$ cat config.mk
export PLATFORM = sky130hd
export DESIGN_NAME = sms_batch_arbiter
export DESIGN_NICKNAME = d
export VERILOG_FILES = /design/src/rtl/sms_arb_pkg.sv /design/src/rtl/occ_counters.sv /design/src/rtl/policy_draw.sv /design/src/rtl/batch_pick.sv /design/src/rtl/bank_router.sv /design/src/rtl/sms_batch_arbiter.sv
export SDC_FILE = /design/constraint.sdc
export NUM_CORES = 1
export LEC_CHECK = 0
export BUFFER_PORTS_ARGS = -buffer_cell sky130_fd_sc_hd__clkbuf_2
export CAP_MARGIN = 25
export CORE_MARGIN = 2
export CORE_UTILIZATION = 50
export CTS_BUF_LIST = sky130_fd_sc_hd__clkbuf_2 sky130_fd_sc_hd__clkbuf_4 sky130_fd_sc_hd__clkbuf_8
export CTS_CLUSTER_SIZE = 12
export DETAILED_ROUTE_END_ITERATION = 6
export GPL_TIMING_DRIVEN = 0
export PLACE_DENSITY_LB_ADDON = 0.08
export REMOVE_ABC_BUFFERS = 1
export SYNTH_ARGS = -nofsm -noshare
export SYNTH_HDL_FRONTEND = slang
export SYNTH_SLANG_ARGS = --single-unit
export TNS_END_PERCENT = 30
$ cat constraint.sdc
create_clock -name clk -period 7.6 [get_ports clk]
set_clock_uncertainty 0.1 [all_clocks]
set_input_delay 0.76 -clock clk [delete_from_list [all_inputs] [get_ports clk]]
set_output_delay 0.76 -clock clk [all_outputs]
set_load 0.02 [all_outputs]
$ cat src/rtl/sms_arb_pkg.sv
package sms_arb_pkg;

  localparam int unsigned DRAW_W = 8;
  localparam logic [DRAW_W-1:0] DRAW_SEED = 8'h01;

  typedef enum logic {
    ST_PICK  = 1'b0,
    ST_DRAIN = 1'b1
  } arb_state_e;

  // maximal-length step, polynomial x^8 + x^6 + x^5 + x^4 + 1
  function automatic logic [DRAW_W-1:0] draw_step(input logic [DRAW_W-1:0] q);
    return {q[6:0], q[7] ^ q[5] ^ q[4] ^ q[3]};
  endfunction

endpackage

$ cat src/rtl/occ_counters.sv
module occ_counters #(
  parameter int unsigned NSRC  = 4,
  parameter int unsigned CNT_W = 6,
  parameter int unsigned SRC_W = 2
) (
  input  logic                  clk,
  input  logic                  rst_n,
  input  logic [NSRC-1:0]       enq,
  input  logic                  dec_valid,
  input  logic [SRC_W-1:0]      dec_src,
  output logic [NSRC*CNT_W-1:0] cnt_flat
);

  localparam logic [CNT_W-1:0] CNT_MAX = {CNT_W{1'b1}};

  for (genvar g = 0; g < NSRC; g++) begin : g_src
    logic [CNT_W-1:0] cnt_q;
    logic             dec_hit;

    assign dec_hit = dec_valid && (dec_src == SRC_W'(g));

    always_ff @(posedge clk) begin
      if (!rst_n) begin
        cnt_q <= '0;
      end else begin
        case ({enq[g], dec_hit})
          2'b10:   cnt_q <= cnt_q + 1'b1;
          2'b01:   cnt_q <= cnt_q - 1'b1;
          default: cnt_q <= cnt_q;
        endcase
      end
    end

    assign cnt_flat[g*CNT_W +: CNT_W] = cnt_q;

    // a forward never meets an empty count, an enqueue never a full one
    a_r10_no_underflow: assert property (@(posedge clk) disable iff (!rst_n)
      (dec_hit && !enq[g]) |-> (cnt_q != '0));
    a_r10_no_wrap: assert property (@(posedge clk) disable iff (!rst_n)
      (enq[g] && !dec_hit) |-> (cnt_q != CNT_MAX));
  end

endmodule

$ cat src/rtl/policy_draw.sv
module policy_draw
  import sms_arb_pkg::*;
(
  input  logic              clk,
  input  logic              rst_n,
  input  logic              step,
  input  logic [DRAW_W-1:0] prob,
  output logic [DRAW_W-1:0] draw_val,
  output logic              use_sjf
);

  logic [DRAW_W-1:0] lfsr_q;

  always_ff @(posedge clk) begin
    if (!rst_n)    lfsr_q <= DRAW_SEED;
    else if (step) lfsr_q <= draw_step(lfsr_q);
  end

  assign draw_val = lfsr_q;
  assign use_sjf  = (lfsr_q < prob);

  // register never locks up at zero and moves only on a decision
  a_r3_nonzero: assert property (@(posedge clk) disable iff (!rst_n)
    lfsr_q != '0);
  a_r3_hold: assert property (@(posedge clk) disable iff (!rst_n)
    !step |=> $stable(lfsr_q));
  // zero probability never selects shortest-job-first
  a_r4_zero_prob: assert property (@(posedge clk) disable iff (!rst_n)
    (prob == '0) |-> !use_sjf);

endmodule

$ cat src/rtl/batch_pick.sv
module batch_pick #(
  parameter int unsigned NSRC  = 4,
  parameter int unsigned CNT_W = 6,
  parameter int unsigned SRC_W = 2
) (
  input  logic                  clk,
  input  logic                  rst_n,
  input  logic [NSRC-1:0]       ready,
  input  logic [NSRC*CNT_W-1:0] cnt_flat,
  input  logic [SRC_W-1:0]      rr_ptr,
  input  logic                  use_sjf,
  output logic                  any_ready,
  output logic [SRC_W-1:0]      pick
);

  // fewest outstanding, strict compare keeps the lowest index on ties
  function automatic logic [SRC_W-1:0] sjf_choose(
    input logic [NSRC-1:0]       rdy,
    input logic [NSRC*CNT_W-1:0] cnts
  );
    logic [SRC_W-1:0] best;
    logic [CNT_W-1:0] best_cnt;
    logic             found;
    best     = '0;
    best_cnt = '0;
    found    = 1'b0;
    for (int i = 0; i < int'(NSRC); i++) begin
      if (rdy[i] && (!found || (cnts[i*CNT_W +: CNT_W] < best_cnt))) begin
        best     = SRC_W'(i);
        best_cnt = cnts[i*CNT_W +: CNT_W];
        found    = 1'b1;
      end
    end
    return best;
  endfunction

  // first ready index scanning upward from the pointer, wrapping
  function automatic logic [SRC_W-1:0] rr_choose(
    input logic [NSRC-1:0]  rdy,
    input logic [SRC_W-1:0] ptr
  );
    logic [SRC_W-1:0] sel;
    logic             found;
    int               j;
    sel   = '0;
    found = 1'b0;
    for (int k = 0; k < int'(NSRC); k++) begin
      j = int'(ptr) + k;
      if (j >= int'(NSRC)) j = j - int'(NSRC);
      if (!found && rdy[j]) begin
        sel   = SRC_W'(j);
        found = 1'b1;
      end
    end
    return sel;
  endfunction

  logic [SRC_W-1:0] sjf_sel;
  logic [SRC_W-1:0] rr_sel;

  assign sjf_sel   = sjf_choose(ready, cnt_flat);
  assign rr_sel    = rr_choose(ready, rr_ptr);
  assign any_ready = |ready;
  assign pick      = use_sjf ? sjf_sel : rr_sel;

  // whichever policy wins, its choice is a ready source
  a_r2_pick_ready: assert property (@(posedge clk) disable iff (!rst_n)
    any_ready |-> ready[pick]);
  a_r6_rr_ready: assert property (@(posedge clk) disable iff (!rst_n)
    any_ready |-> ready[rr_sel]);

endmodule

$ cat src/rtl/bank_router.sv
module bank_router #(
  parameter int unsigned NBANK  = 4,
  parameter int unsigned BANK_W = 2
) (
  input  logic              clk,
  input  logic              rst_n,
  input  logic              fire,
  input  logic [BANK_W-1:0] bank,
  output logic [NBANK-1:0]  push
);

  for (genvar b = 0; b < NBANK; b++) begin : g_bank
    assign push[b] = fire && (bank == BANK_W'(b));
  end

  // exactly one bank is pushed per forward
  a_r8_onehot: assert property (@(posedge clk) disable iff (!rst_n)
    $onehot0(push));
  a_r8_fire_push: assert property (@(posedge clk) disable iff (!rst_n)
    fire |-> ($countones(push) == 1));

endmodule

$ cat src/rtl/sms_batch_arbiter.sv
module sms_batch_arbiter
  import sms_arb_pkg::*;
#(
  parameter int unsigned NSRC   = 4,
  parameter int unsigned NBANK  = 4,
  parameter int unsigned DATA_W = 16,
  parameter int unsigned CNT_W  = 6,
  localparam int unsigned SRC_W  = (NSRC  > 1) ? $clog2(NSRC)  : 1,
  localparam int unsigned BANK_W = (NBANK > 1) ? $clog2(NBANK) : 1
) (
  input  logic                     clk,
  input  logic                     rst_n,
  input  logic [7:0]               sjf_prob,
  input  logic [NSRC-1:0]          enq,
  input  logic [NSRC-1:0]          hd_valid,
  input  logic [NSRC*BANK_W-1:0]   hd_bank,
  input  logic [NSRC-1:0]          hd_last,
  input  logic [NSRC*DATA_W-1:0]   hd_data,
  input  logic [NBANK-1:0]         bank_full,
  output logic [NSRC-1:0]          pop,
  output logic [NBANK-1:0]         bank_push,
  output logic [DATA_W-1:0]        fwd_data,
  output logic                     gnt_busy,
  output logic [SRC_W-1:0]         gnt_src,
  output logic                     gnt_sjf
);

  function automatic logic [SRC_W-1:0] rr_next(input logic [SRC_W-1:0] idx);
    return (int'(idx) == int'(NSRC) - 1) ? '0 : idx + 1'b1;
  endfunction

  arb_state_e            state_q;
  logic [SRC_W-1:0]      gsrc_q;
  logic                  gsjf_q;
  logic [SRC_W-1:0]      rr_ptr_q;

  logic [NSRC*CNT_W-1:0] cnt_flat;
  logic [DRAW_W-1:0]     draw_val;
  logic                  use_sjf;
  logic                  any_ready;
  logic [SRC_W-1:0]      pick;

  // named internal events
  logic                  pick_evt;
  logic                  head_ok;
  logic [BANK_W-1:0]     head_bank;
  logic                  head_last;
  logic                  fire;
  logic                  batch_end;

  assign pick_evt  = (state_q == ST_PICK) && any_ready;
  assign head_bank = hd_bank[gsrc_q*BANK_W +: BANK_W];
  assign head_last = hd_last[gsrc_q];
  assign head_ok   = hd_valid[gsrc_q];
  assign fire      = (state_q == ST_DRAIN) && head_ok && !bank_full[head_bank];
  assign batch_end = fire && head_last;

  occ_counters #(.NSRC(NSRC), .CNT_W(CNT_W), .SRC_W(SRC_W)) u_cnt (
    .clk      (clk),
    .rst_n    (rst_n),
    .enq      (enq),
    .dec_valid(fire),
    .dec_src  (gsrc_q),
    .cnt_flat (cnt_flat)
  );

  policy_draw u_draw (
    .clk     (clk),
    .rst_n   (rst_n),
    .step    (pick_evt),
    .prob    (sjf_prob),
    .draw_val(draw_val),
    .use_sjf (use_sjf)
  );

  batch_pick #(.NSRC(NSRC), .CNT_W(CNT_W), .SRC_W(SRC_W)) u_pick (
    .clk      (clk),
    .rst_n    (rst_n),
    .ready    (hd_valid),
    .cnt_flat (cnt_flat),
    .rr_ptr   (rr_ptr_q),
    .use_sjf  (use_sjf),
    .any_ready(any_ready),
    .pick     (pick)
  );

  bank_router #(.NBANK(NBANK), .BANK_W(BANK_W)) u_route (
    .clk  (clk),
    .rst_n(rst_n),
    .fire (fire),
    .bank (head_bank),
    .push (bank_push)
  );

  always_ff @(posedge clk) begin
    if (!rst_n) begin
      state_q  <= ST_PICK;
      gsrc_q   <= '0;
      gsjf_q   <= 1'b0;
      rr_ptr_q <= '0;
    end else begin
      case (state_q)
        ST_PICK: begin
          if (any_ready) begin
            state_q  <= ST_DRAIN;
            gsrc_q   <= pick;
            gsjf_q   <= use_sjf;
            rr_ptr_q <= rr_next(pick);
          end
        end
        ST_DRAIN: begin
          if (batch_end) state_q <= ST_PICK;
        end
        default: state_q <= ST_PICK;
      endcase
    end
  end

  always_comb begin
    pop = '0;
    if (fire) pop[gsrc_q] = 1'b1;
  end

  assign fwd_data = hd_data[gsrc_q*DATA_W +: DATA_W];
  assign gnt_busy = (state_q == ST_DRAIN);
  assign gnt_src  = gsrc_q;
  assign gnt_sjf  = gsjf_q;

  // a full bank never receives a push
  a_r9_no_push_full: assert property (@(posedge clk) disable iff (!rst_n)
    (bank_push & bank_full) == '0);
  // pushes and pops pair one for one
  a_r8_push_pop: assert property (@(posedge clk) disable iff (!rst_n)
    $countones(bank_push) == $countones(pop));
  // pops are one-hot and happen only during a drain
  a_r7_pop_onehot: assert property (@(posedge clk) disable iff (!rst_n)
    $onehot0(pop) && ((pop == '0) || gnt_busy));
  a_r7_grant_stable: assert property (@(posedge clk) disable iff (!rst_n)
    (gnt_busy && !batch_end) |=> (gnt_busy && $stable(gnt_src) && $stable(gnt_sjf)));
  a_r7_gap: assert property (@(posedge clk) disable iff (!rst_n)
    batch_end |=> !gnt_busy);
  // a zero probability yields only rotation grants
  a_r4_rr_only: assert property (@(posedge clk) disable iff (!rst_n)
    (pick_evt && (sjf_prob == 8'd0)) |=> !gnt_sjf);

endmodule

# [Word-level counts from Yosys, hierarchy flattened]
# Cells that the tools add are included.
[totals] regBits=38 input_bits=98 wordCells=148
[classes] add_sub_neg=16 magnitude_cmp=15 eq_ne=15 shift=2 n_mux=50 bitwise=4 reduce_logical=37
[op_table] op="$lt A32 B4 Y1 const B" count=4
[op_table] op="$mux W32" count=4
[op_table] op="$ge A32 B4 Y1 const B" count=3
[op_table] op="$sub A32 B4 Y32 const B" count=3
[op_table] op="$shiftx A64 B7 Y16" count=1
[op_table] op="$pmux W6 S2" count=4
[op_table] op="$add A6 B1 Y6 const B" count=4
[op_table] op="$sub A6 B1 Y6 const B" count=4
[op_table] op="$mux W1" count=21
[op_table] op="$logic_and A1 B1 Y1" count=19
[op_table] op="$lt A6 B6 Y1" count=3
[op_table] op="$mux W6" count=3
[op_table] op="$eq A2 B2 Y1 const B" count=8
[op_table] op="$mux W2" count=8
[op_table] op="$bmux W1 S2" count=7
[op_table] op="$eq A2 B1 Y1 const B" count=7
[op_table] op="$lt A8 B8 Y1" count=1
[op_table] op="$reduce_bool A2 Y1" count=4
[op_table] op="$shiftx A8 B4 Y2" count=1
[op_table] op="$logic_not A1 Y1" count=7
[op_table] op="$add A2 B2 Y3 const B" count=2
[op_table] op="$lt A2 B3 Y1 const B" count=2
[op_table] op="$logic_not A2 Y1" count=2
[op_table] op="$mux W4" count=1
[op_table] op="other kinds (12)" count=16

# [Depth between registers and ports, before layout]
# Gate-level depths: netlist of the first run.
[logic_depth] ltp_word=18 depth_mapped=30

# [Hierarchy]
# From an unflattened synthesis of the first run, not the netlist that was laid out.
[unflattened] hier_cells=459 hier_area_um2=4055.1
[modules_own_cells] mod="occ_counters" instances=1 cells_each=233 area_per_inst_um2=1938.1
[modules_own_cells] mod="sms_batch_arbiter" instances=1 cells_each=58 area_per_inst_um2=804.5
[modules_own_cells] mod="batch_pick" instances=1 cells_each=112 area_per_inst_um2=765.7
[modules_own_cells] mod="policy_draw" instances=1 cells_each=52 area_per_inst_um2=509.2
[modules_own_cells] mod="bank_router" instances=1 cells_each=4 area_per_inst_um2=37.5

# [Least setup slack after synthesis of the first run]
# OpenSTA, ideal clock, no wires.
[synth_path] path_kind="input to register" start="input port hd_valid[0]" end="register rr_ptr_q[0]" arrival_ns=5.762 required_time_ns=7.430 setup_slack_ns=1.668 stages=28 n_path_buf=3 path_cell_list="clkbuf_1 nand2_1 ha_1 nand4_1 or4_4 and3_1 buf_2 o21a_1 ha_1 and4_1 a21oi_1 nand2_1 o311a_1 buf_2 nand2_1 o21ai_1 ha_1 nand4_1 or2_2 a211oi_1 and4b_2 a211oi_2 nor2b_1 nor2_1 ha_1 nor2_1 a22oi_1 a21boi_1"
[synth_via] elab_chain_len=16 word_cells_on_any_way=52 classes_between="add/sub: 1; order compare: 3; eq/ne: 1; mux: 30; reduce/logical: 17"
[synth_rtl] item="start: declaration" line="sms_batch_arbiter.sv:15" text="input logic [NSRC-1:0] hd_valid,"
[synth_rtl] item="$mux W6, or another cell as far along" line="batch_pick.sv:28" text="if (rdy[i] && (!found || (cnts[i*CNT_W +: CNT_W] < best_cnt))) begin"
[synth_rtl] item="$lt A6 B6 Y1, or another cell as far along" line="batch_pick.sv:28"
[synth_rtl] item="$logic_or A1 B1 Y1 or $mux W1 (tied branches)" line="batch_pick.sv:28, batch_pick.sv:50"
[synth_rtl] item="$logic_and A1 B1 Y1 or $mux W1 (tied branches)" line="batch_pick.sv:28, batch_pick.sv:50"
[synth_rtl] item="$mux W6, or another cell as far along" line="batch_pick.sv:28"
[synth_rtl] item="$lt A6 B6 Y1, or another cell as far along" line="batch_pick.sv:28"
[synth_rtl] item="$logic_or A1 B1 Y1 or $mux W1 (tied branches)" line="batch_pick.sv:28, batch_pick.sv:50"
[synth_rtl] item="$logic_and A1 B1 Y1 or $logic_not A1 Y1 (tied branches)" line="batch_pick.sv:28, batch_pick.sv:50"
[synth_rtl] item="$mux W6, or another cell as far along" line="batch_pick.sv:28"
[synth_rtl] item="$lt A6 B6 Y1, or another cell as far along" line="batch_pick.sv:28"
[synth_rtl] item="$logic_or A1 B1 Y1 or $logic_not A1 Y1 (tied branches)" line="batch_pick.sv:28, batch_pick.sv:50"
[synth_rtl] item="$logic_and A1 B1 Y1 (on tied branches)" line="batch_pick.sv:28, batch_pick.sv:50"
[synth_rtl] item="$mux W2 (on tied branches)" line="batch_pick.sv:28, batch_pick.sv:50"
[synth_rtl] item="$mux W2 (*)" line="batch_pick.sv:64" text="assign pick = use_sjf ? sjf_sel : rr_sel;"
[synth_rtl] item="via pick[0]" line="sms_batch_arbiter.sv:41" text="logic [SRC_W-1:0] pick;"
[synth_rtl] item="$add A2 B1 Y2 or $eq A2 B1 Y1 (tied branches)" line="sms_batch_arbiter.sv:29" text="return (int'(idx) == int'(NSRC) - 1) ? '0 : idx + 1'b1;"
[synth_rtl] item="$mux W2 (*)" line="sms_batch_arbiter.sv:29"
[synth_rtl] item="end signal: assignment" line="sms_batch_arbiter.sv:108" text="rr_ptr_q <= rr_next(pick);"
[synth_rtl] item="end: declaration" line="sms_batch_arbiter.sv:35" text="logic [SRC_W-1:0] rr_ptr_q;"
# The timed path passes the listed nets; every way through them passes the cells marked *. The select of a mux whose other input is x is not followed.
# A chain may end at the register's enable or synchronous reset.

# [Worst setup path after layout of the first run]
[layout_path] start="input port hd_valid[0]" end="register rr_ptr_q[0]"
[layout_via] elab_chain_len=16 word_cells_on_any_way=52 classes_between="add/sub: 1; order compare: 3; eq/ne: 1; mux: 30; reduce/logical: 17"
[layout_rtl] item="$mux W6, or another cell as far along" line="batch_pick.sv:28"
[layout_rtl] item="$lt A6 B6 Y1, or another cell as far along" line="batch_pick.sv:28"
[layout_rtl] item="$logic_or A1 B1 Y1 or $mux W1 (tied branches)" line="batch_pick.sv:28, batch_pick.sv:50"
[layout_rtl] item="$logic_and A1 B1 Y1 or $mux W1 (tied branches)" line="batch_pick.sv:28, batch_pick.sv:50"
[layout_rtl] item="$mux W6, or another cell as far along" line="batch_pick.sv:28"
[layout_rtl] item="$lt A6 B6 Y1, or another cell as far along" line="batch_pick.sv:28"
[layout_rtl] item="$logic_or A1 B1 Y1 or $mux W1 (tied branches)" line="batch_pick.sv:28, batch_pick.sv:50"
[layout_rtl] item="$logic_and A1 B1 Y1 or $logic_not A1 Y1 (tied branches)" line="batch_pick.sv:28, batch_pick.sv:50"
[layout_rtl] item="$mux W6, or another cell as far along" line="batch_pick.sv:28"
[layout_rtl] item="$lt A6 B6 Y1, or another cell as far along" line="batch_pick.sv:28"
[layout_rtl] item="$logic_or A1 B1 Y1 or $logic_not A1 Y1 (tied branches)" line="batch_pick.sv:28, batch_pick.sv:50"
[layout_rtl] item="$logic_and A1 B1 Y1 (on tied branches)" line="batch_pick.sv:28, batch_pick.sv:50"
[layout_rtl] item="$mux W2 (on tied branches)" line="batch_pick.sv:28, batch_pick.sv:50"
[layout_rtl] item="$mux W2 (*)" line="batch_pick.sv:64"
[layout_rtl] item="via pick[1]" line="sms_batch_arbiter.sv:41"
[layout_rtl] item="$eq A2 B1 Y1 (*)" line="sms_batch_arbiter.sv:29"
[layout_rtl] item="$mux W2 (*)" line="sms_batch_arbiter.sv:29"
# Marked as above.

==> impl_metrics.yaml, run 1 <==
outcome:
  status: "complete, no violations"
drt:
  vias: 3518
  drc: 0
  drtIter0Drc: 209
  detail-route-antenna-nets: 0
  viasPerCell: 5.46
  postRouteWirelength_um: 9600
  first_pass_iters: 4
  routedWlPerCell_um: 14.9
finish:
  instances_no_fill: 644
  n_antenna_cell: 0
  final_common_cell: "clkbuf_2"
  layout_common_cells: "clkbuf_2 (125), nand2_1 (67), ha_1 (43), dfxtp_1 (37), inv_1 (35)"
  area_growth_pct: 22.2
  drive_gt1_share_pct: 30.1
  layout.nets: 689
die:
  core-area_um2: 7140
  die_w_um: 89.4
  initial_utilization_pct: 51.0
  fp.dieH_um: 89.4
  die_area_um2: 7980
  rows: 31
  io_pins: 126
placed_design:
  port_buffers: 125
  placed_cells: 636
  hpwl_um: 7830
  gp_congestion: 0.789
timing:
  rsz0062_at_grt: "no"
  finalHoldViolCount: 0
  fin_crit_sh_pct: 83.2
  fmax_mhz: 158
  slew_headroom_pct: 27.4
  drv_slew: 0
  tightest_slew_ns: 1.09
  finalCriticalPeriod_ns: 6.32
  finalSetupViolCount: 0
  tns_ns: 0
global_routing:
  grt_pass1_wl_um: 14700
  overflow: 0
  grt_antenna_before_repair: 0
  grt_max_degree: 40
  grt_use_total_pct: 23.4
  first_global_vias: 3301
hold_path:
  min_path_type: "reg -> reg"
cts:
  cts_resized: 0
  cts_tree: "done"
  clk_pin_slew_ns: 0.08
  holdBufCountCts: 0
  clk_latency_ns: 0.29
  cts.sinks: 38
  cts_buffers: 5
  htreeDepth: 2
  cts-root-buf: "clkbuf_8"
  post-cts-setup-buffer-count: 0
  clockBufferDepth: 2
synthesis:
  synth_top_area_share_pct: 20.9
  synth_edf_count: 0
  synth_flop_cell: "dfxtp_1"
  syn_inst: 432
  synth.avg_cell_area_um2: 8.43
  yosysSeqAreaShare_pct: 20.9
  yosysWarnings: 0
  synth_top_cell_by_area: "dfxtp_1"
  ys_seq_elements: 38
  async_flop_share_pct: 0
  synth_area_um2: 3640
  yosys-top-cells-area: "dfxtp_1 (21%), ha_1 (15%), mux4_2 (12%), nand2_1 (6.9%), inv_1 (3.6%)"
  ys_types: 55
worst_setup_path:
  worst-path-buf-inv: 2
  r2r_cells: 26
  cp_common_cell: "ha_1"
  critical_path_depth: 27
  critical-path-slowest-cell: "o311a_1"
  path_delay_family: "compound AO/OA/AOI/OAI gates"
  r2r_start: "u_cnt.g_src[0].cnt_q[4]"
  worstSetupEndpoint: "rr_ptr_q[0]"
  r2r-end: "rr_ptr_q[0]"
  worstPathRequired_ns: 7.73
  path_class: "in -> reg"
  worst_ep_arrival_time_ns: 6.45
  critPathLaunch: "hd_valid[0]"
  cp-start-kind: "input pin"
  rrSetupSlack_ns: 1.72
  path_max_fanout: 14
  slowest_delay_ns: 0.44
  end_kind: "flop"
power_and_ir_drop:
  p_per_area_nw_per_um2: 183
  peakVddDrop_mv: 0.104
  p_leak_nw: 2.15
run:
  drv_cap: 0
[through the flow]
stage	area, µm²	total power [mW]	setup slack, ns	util (%)	hold slack [ns]
floorplan	3560	0.503	2.00	-	0.355
finish	4450	0.815	1.28	62.4	0.403
global placement	4310	0.602	1.09	60.4	0.368
global route	4450	0.871	0.803	62.4	0.409
detailed placement	4310	0.611	1.03	60.4	0.382
CTS	4450	0.819	1.30	62.4	0.393
[synthesized netlist by cell type (all sizes together), types with 5 or more instances]
cell type	n
a21boi	15
a21o	8
a21oi	25
and2	21
buf	6
clkbuf	14
dfxtp	38
ha	43
inv	35
mux4	20
nand2	67
nand3	5
nor2	16
o21a	5
o21ai	32
xnor2	15
xor2	8
[per-layer routing]
| layer | vias to the layer above | track usage [%] | routed length, µm |
|---|---|---|---|
| li1 | 1755 | - | - |
| met2 | 113 | 46.7 | 4990 |
| met1 | 1638 | 25.8 | 3910 |
| met5 | - | 0 | 0 |
| met4 | 0 | 4.48 | 112 |
| met3 | 12 | 3.60 | 593 |
[report_power, final]
group | switching, mW | internal [mW] | leakage (nW) | total (mW)
registers | 0.0446 | 0.217 | 0.310 | 0.261
clock network | 0.0763 | 0.132 | 0.0683 | 0.208
logic | 0.179 | 0.166 | 1.77 | 0.345
total | 0.300 | 0.515 | 2.15 | 0.815
[registers in the layout, summed over array words and instances (netlist names)]
| signal | count |
|---|---|
| gnt_busy | 1 |
| u_cnt.g_src.cnt_q | 24 |
| gnt_sjf | 1 |
| rr_ptr_q | 2 |
| u_draw.draw_val | 8 |
| gnt_src | 2 |
[cells by family (layout without fill, tap and decap cells)]
kind of cell    count (synthesis)  in the layout  share of synthesized area (%)
buf+inv                        55            168                           5.77
mux                            24             24                           13.5
xor+xnor                       23             23                           5.53
flops                          38             38                           20.9
simple gates                  138            138                           18.5
fa+ha+maj                      47             47                           17.0
compound gates                107            107                           18.8
[worst min path at each step]
stage	startpoint	endpoint	slack (ns)	cells past startpoint
floorplan	u_draw.draw_val[0]	u_draw.draw_val[1]	0.35	2
global placement	gnt_sjf	gnt_sjf	0.37	2
detailed placement	gnt_sjf	gnt_sjf	0.38	2
CTS	gnt_sjf	gnt_sjf	0.39	2
global route	gnt_sjf	gnt_sjf	0.41	2
finish	gnt_sjf	gnt_sjf	0.40	2
[cell type report]
class	count	area [µm²]
well taps	99	124
clock buffers	5	68.8
repair buffers	125	626
inverters	35	131
fillers	679	2690
multi-input cells	339	2670
clock inverters	3	68.8
flip-flops and latches	38	762
[worst reg2reg max path, delay by kind of cell, from the launching register on]
| family | cells | cell delay [ns] |
|---|---|---|
| AO/OA/AOI/OAI | 12 | 2.37 |
| AND/OR/NAND/NOR | 9 | 1.75 |
| adder cells (fa/ha/maj) | 4 | 1.17 |
| flip-flops | 1 | 0.36 |
| buffers and inverters | 1 | 0.07 |
Power figures use the tool's default switching activity.
==> run 2: changes to the inputs <==
Settings changed: CORE_UTILIZATION 50 to 48.
Clock period 7.6 ns to 5.7 ns, I/O delays scaled along.
==> run 2 against run 1 <==
Compared with the run above:
- non-clock buffer count grew 3
- routed wire length grew 1.1%
- worst setup slack lost 0.93 ns
- power grew 28%
- largest cell class unchanged
==> impl_metrics.yaml, run 2 (synthesis results as in run 1) <==
global_routing:
  first_global_vias: 3425
  grt_pass1_wl_um: 15900
  grt_use_total_pct: 23.5
  overflow: 0
  grt_max_degree: 40
  grt_antenna_before_repair: 1
placed_design:
  dp_slack_ns: -0.649
  gp_congestion: 0.809
  placed_cells: 636
  port_buffers: 125
  dpl_cell_area_um2: 4310
  hpwl_um: 7850
timing:
  fmax_mhz: 187
  slew_headroom_pct: 48.8
  rsz0062_at_grt: "no"
  finalHoldViolCount: 0
  finalSetupViolCount: 0
  fin_hold_ws_ns: 0.378
  drv_slew: 0
  setup_slack_ns: 0.350
  finalCriticalPeriod_ns: 5.35
  tightest_slew_ns: 0.768
  fin_crit_sh_pct: 93.9
cts:
  clk_pin_slew_ns: 0.07
  clk_latency_ns: 0.29
  clockBufferDepth: 2
  cts.sinks: 38
  cts-root-buf: "clkbuf_8"
  htreeDepth: 2
  cts_tree: "done"
  cts_buffers: 5
outcome:
  status: "complete, no violations"
die:
  rows: 31
  core-area_um2: 7290
  die_w_um: 91.1
  fp.dieH_um: 91.1
  io_pins: 126
  die_area_um2: 8300
  initial_utilization_pct: 49.9
finish:
  stdcell_area_um2: 4550
  regArea_um2: 762
  utilization_pct: 62.4
  final_common_cell: "clkbuf_2"
  layout_common_cells: "clkbuf_2 (124), nand2_1 (65), ha_1 (41), dfxtp_1 (37), inv_1 (35)"
  drive_gt1_share_pct: 33.2
  multiInputGateArea_um2: 2760
  area_growth_pct: 24.8
  nFillCells: 696
  instances_no_fill: 649
  largest_register_ffs: 24
  top_register: "u_cnt.g_src.cnt_q"
  layout.nets: 693
drt:
  detail-route-antenna-nets: 0
  drc: 0
  postRouteWirelength_um: 9710
  first_pass_iters: 4
  vias: 3524
  drtIter0Drc: 66
  routedWlPerCell_um: 15.0
  viasPerCell: 5.43
worst_setup_path:
  cp-start-kind: "input pin"
  path_class: "in -> reg"
  worst_ep_arrival_time_ns: 5.48
  path_max_fanout: 14
  worstPathRequired_ns: 5.83
  end_kind: "flop"
run:
  drv_cap: 0
power_and_ir_drop:
  peakVddDrop_mv: 0.103
  p_leak_nw: 2.18
  p_per_area_nw_per_um2: 228
hold_path:
  min_path_type: "reg -> reg"
-- run 2: changes by cell type in the layout (fill, tap and decap cells not counted), moves of 2 or more --
cell and change:
a21oi_1 -3, a21oi_2 +3, nand2_1 -2, ha_4 +2, bufinv_16 -2, buf_4 +2
ha_1 -2, nand2_2 +2, o21ai_2 +2
-- run 2: per-stage QoR --
stage	power, mW	setup TNS, ns
floorplan	0.671	0
global placement	0.802	-1.42
detailed placement	0.813	-1.52
CTS	1.03	0
global route	1.11	0
finish	1.04	0
-- run 2: power by group --
| group | switching (mW) | internal (mW) |
|---|---|---|
| clock network | 0.0959 | 0.102 |
| logic | 0.258 | 0.245 |
| registers | 0.0479 | 0.289 |
| total | 0.402 | 0.637 |
-- run 2: cell type report --
| type | count | area share [%] |
|---|---|---|
| Antenna cell | 1 | 0.0550 |
| Clock buffer | 7 | 1.98 |
| Clock inverter | 1 | 0.110 |
| Inverter | 35 | 2.89 |
| Multi-Input combinational cell | 340 | 60.6 |
| Sequential cell | 38 | 16.8 |
| Tap cell | 99 | 2.72 |
| Timing Repair Buffer | 128 | 14.8 |
-- run 2: critical path: stages --
cell	delay (ns)
buf_6	0.13
nand2_1	0.09
ha_1	0.16
and4bb_1	0.23
or4_4	0.51
and3_4	0.22
o21a_1	0.21
ha_1	0.32
a21oi_2	0.14
o21ai_2	0.08
a21oi_2	0.14
nand2_2	0.10
o311a_4	0.39
nand2_1	0.07
o21ai_1	0.06
ha_1	0.30
nand4_1	0.12
or2_2	0.32
a211oi_2	0.20
o2111a_1	0.24
a211oi_2	0.09
nor2b_1	0.16
nor2_1	0.06
ha_1	0.19
nor2_2	0.13
a22oi_1	0.09
a21boi_1	0.15
-- run 2: worst paths after layout --
check / endpoint / from / slack [ns] / cells after the start
max reg2reg: rr_ptr_q[0] / u_cnt.g_src[0].cnt_q[4] / 0.40 / 26
max: rr_ptr_q[0] / hd_valid[0] / 0.35 / 27
min reg2reg: gnt_sjf / gnt_sjf / 0.38 / 2
min: gnt_sjf / gnt_sjf / 0.38 / 2
-- run 2: layer usage --
metal	up-vias	GRT usage [%]	wire (µm)
li1	1764	-	-
met3	17	4.23	555
met1	1633	26.0	3770
met4	0	7.95	242
met5	-	0	0
met2	110	44.8	5140
-- run 2: timing repair --
action,CTS,global route
setup buffers,2,0
endpoints found under the setup margin,2,2
cloned,0,1
resized for setup,5,14
pin swaps,0,6
hold buffers,0,0
==> run 3: changes to the inputs <==
Settings changed: ABC_AREA from default to 1, CORE_UTILIZATION 48 to 47.
==> run 3 against run 2 <==
Compared with the run above:
- sequential power is essentially flat
- area after synthesis shrank 2.3%
- global-route usage is essentially flat
- sequential share of layout area grew 0.65 points
- first-iteration DRC count grew to 2.5 times the previous value
- sequential cell count is the same
- power grew 7.3%
- non-clock buffer count shrank 1
==> impl_metrics.yaml, run 3 <==
global_routing:
  overflow: 0
  first_global_vias: 3716
  grt_antenna_before_repair: 0
  grt_use_total_pct: 23.5
  grt_max_degree: 25
  grt_pass1_wl_um: 16300
die:
  initial_utilization_pct: 48.8
  die_area_um2: 8280
  io_pins: 126
  core-area_um2: 7290
  die_w_um: 91.0
  fp.dieH_um: 91.0
  rows: 31
synthesis:
  syn_inst: 542
  synth_top_area_share_pct: 21.4
  async_flop_share_pct: 0
  synth_edf_count: 0
  synth_top_cell_by_area: "dfxtp_1"
  synth_common_cells: "nand2_1 (101), inv_1 (79), nor2_1 (64)"
  synth_compound_area_share_pct: 24.7
  yosys-top-cells-area: "dfxtp_1 (21%), ha_1 (15%), nand2_1 (11%), inv_1 (8.3%), o21ai_0 (7.9%)"
  synth_most_common_cell: "nand2_1"
  yosysSeqAreaShare_pct: 21.4
  synth_xor_area_share_pct: 3.94
  yosys.area_share.simple_pct: 22.3
  synth_fa_ha_area_share_pct: 17.4
  yosysWarnings: 0
  synth.avg_cell_area_um2: 6.57
  ys_types: 34
  synth_area_um2: 3560
  synth_mux_area_share_pct: 0
  synth_flop_cell: "dfxtp_1"
  ys_seq_elements: 38
  synth_top_family_by_area: "compound AO/OA/AOI/OAI gates"
finish:
  drive_gt1_share_pct: 22.2
  layout_common_cells: "clkbuf_2 (125), nand2_1 (101), inv_1 (79), nor2_1 (63), o21ai_0 (56)"
  regArea_um2: 761
  layout.nets: 805
  nFillCells: 711
  top_register: "u_cnt.g_src.cnt_q"
  stdcell_area_um2: 4370
  instances_no_fill: 760
  area_growth_pct: 22.8
  n_antenna_cell: 0
  largest_register_ffs: 24
  utilization_pct: 59.9
  final_common_cell: "clkbuf_2"
  multiInputGateArea_um2: 2430
worst_setup_path:
  cp_common_cell: "nand2_1"
  worst_ep_arrival_time_ns: 4.99
  cp-start-kind: "input pin"
  path_max_fanout: 13
  critical-path-slowest-cell: "ha_1"
  slowest_delay_ns: 0.31
  end_kind: "flop"
  worstPathRequired_ns: 5.78
  rrSetupSlack_ns: 1.01
  path_class: "in -> reg"
drt:
  viasPerCell: 5.15
  detail-route-antenna-nets: 0
  drtIter0Drc: 166
  vias: 3915
  drc: 0
  first_pass_iters: 4
  routedWlPerCell_um: 12.7
  postRouteWirelength_um: 9620
outcome:
  status: "complete, no violations"
power_and_ir_drop:
  power_mw: 1.11
  p_per_area_nw_per_um2: 255
  power_frac_seq_pct: 30.0
  peakVddDrop_mv: 0.164
  switching_share_pct: 42.9
  intPower_mw: 0.637
  power.share.clock_pct: 20.6
  switching_power_mw: 0.478
  p_leak_nw: 2.45
  combPwrFrac_pct: 49.4
timing:
  fin_crit_sh_pct: 86.1
  fin_hold_ws_ns: 0.373
  setup_slack_ns: 0.791
  fmax_mhz: 204
  finalCriticalPeriod_ns: 4.91
  rsz0062_at_grt: "no"
  slew_headroom_pct: 38.6
  drv_slew: 0
  finalHoldViolCount: 0
  tns_ns: 0
  tightest_slew_ns: 0.920
  finalSetupViolCount: 0
placed_design:
  port_buffers: 125
  dp_slack_ns: 0.491
  hpwl_um: 7790
  placed_cells: 752
  dpl_cell_area_um2: 4260
  gp_congestion: 0.880
hold_path:
  min_path_type: "reg -> reg"
cts:
  cts.sinks: 38
  cts_tree: "done"
  clk_latency_ns: 0.29
  htreeDepth: 2
  clk_pin_slew_ns: 0.07
  holdBufCountCts: 0
  clockBufferDepth: 2
  cts_buffers: 5
  cts_resized: 0
  cts-root-buf: "clkbuf_8"
  post-cts-setup-buffer-count: 0
run:
  drv_cap: 0
-- run 3: changes by cell type in the layout (fill, tap and decap cells not counted), moves of 19 or more --
cell     before  now
a22oi_1       1   27
and2_1       20    1
inv_1        35   79
mux4_2       20    0
nand2_1      65  101
nor2_1       15   63
o21ai_0      24   56
-- run 3: cells by family after synthesis --
| kind of cell | Yosys count |
|---|---|
| AOI/OAI and AO/OA | 147 |
| xor gates and xnor gates | 16 |
| adders and majority gates | 47 |
| buffers and inverters | 97 |
| DFF | 38 |
| and+or+nand+nor | 197 |
-- run 3: power by group through the flow --
stage               registers, mW  clock network (mW)  logic (mW)
floorplan                   0.335                   0       0.385
global placement            0.340                   0       0.529
detailed placement          0.341                   0       0.549
CTS                         0.335               0.235       0.553
global route                0.341               0.244       0.630
finish                      0.335               0.229       0.551
-- run 3: worst paths after layout --
check | from | endpoint | cells after the start
setup reg to reg | u_cnt.g_src[0].cnt_q[3] | rr_ptr_q[1] | 30
hold / removal | u_cnt.g_src[0].cnt_q[5] | u_cnt.g_src[0].cnt_q[5] | 2
setup / recovery | hd_valid[0] | rr_ptr_q[1] | 30
hold reg to reg | u_cnt.g_src[0].cnt_q[5] | u_cnt.g_src[0].cnt_q[5] | 2
-- run 3: final cells by class --
class	instances	share of cell area, %
flip-flops and latches	38	17.4
well taps	99	2.83
clock buffers	5	1.57
repair buffers	127	14.6
inverters	81	6.96
multi-input cells	407	55.7
clock inverters	3	0.916
-- run 3: critical path, delay by kind of cell --
kind                       cells  cell delay (ns)
AOI/OAI and AO/OA             10             1.65
and+or+nand+nor               14             1.27
adders and majority gates      4             1.11
buffers and inverters          2             0.34
-- run 3: metal layers --
metal | track usage (%) | share of wire, %
met1 | 28.4 | 44
met2 | 41.6 | 48
met4 | 8.21 | 2.1
met3 | 4.15 | 6.3
met5 | 0 | 0
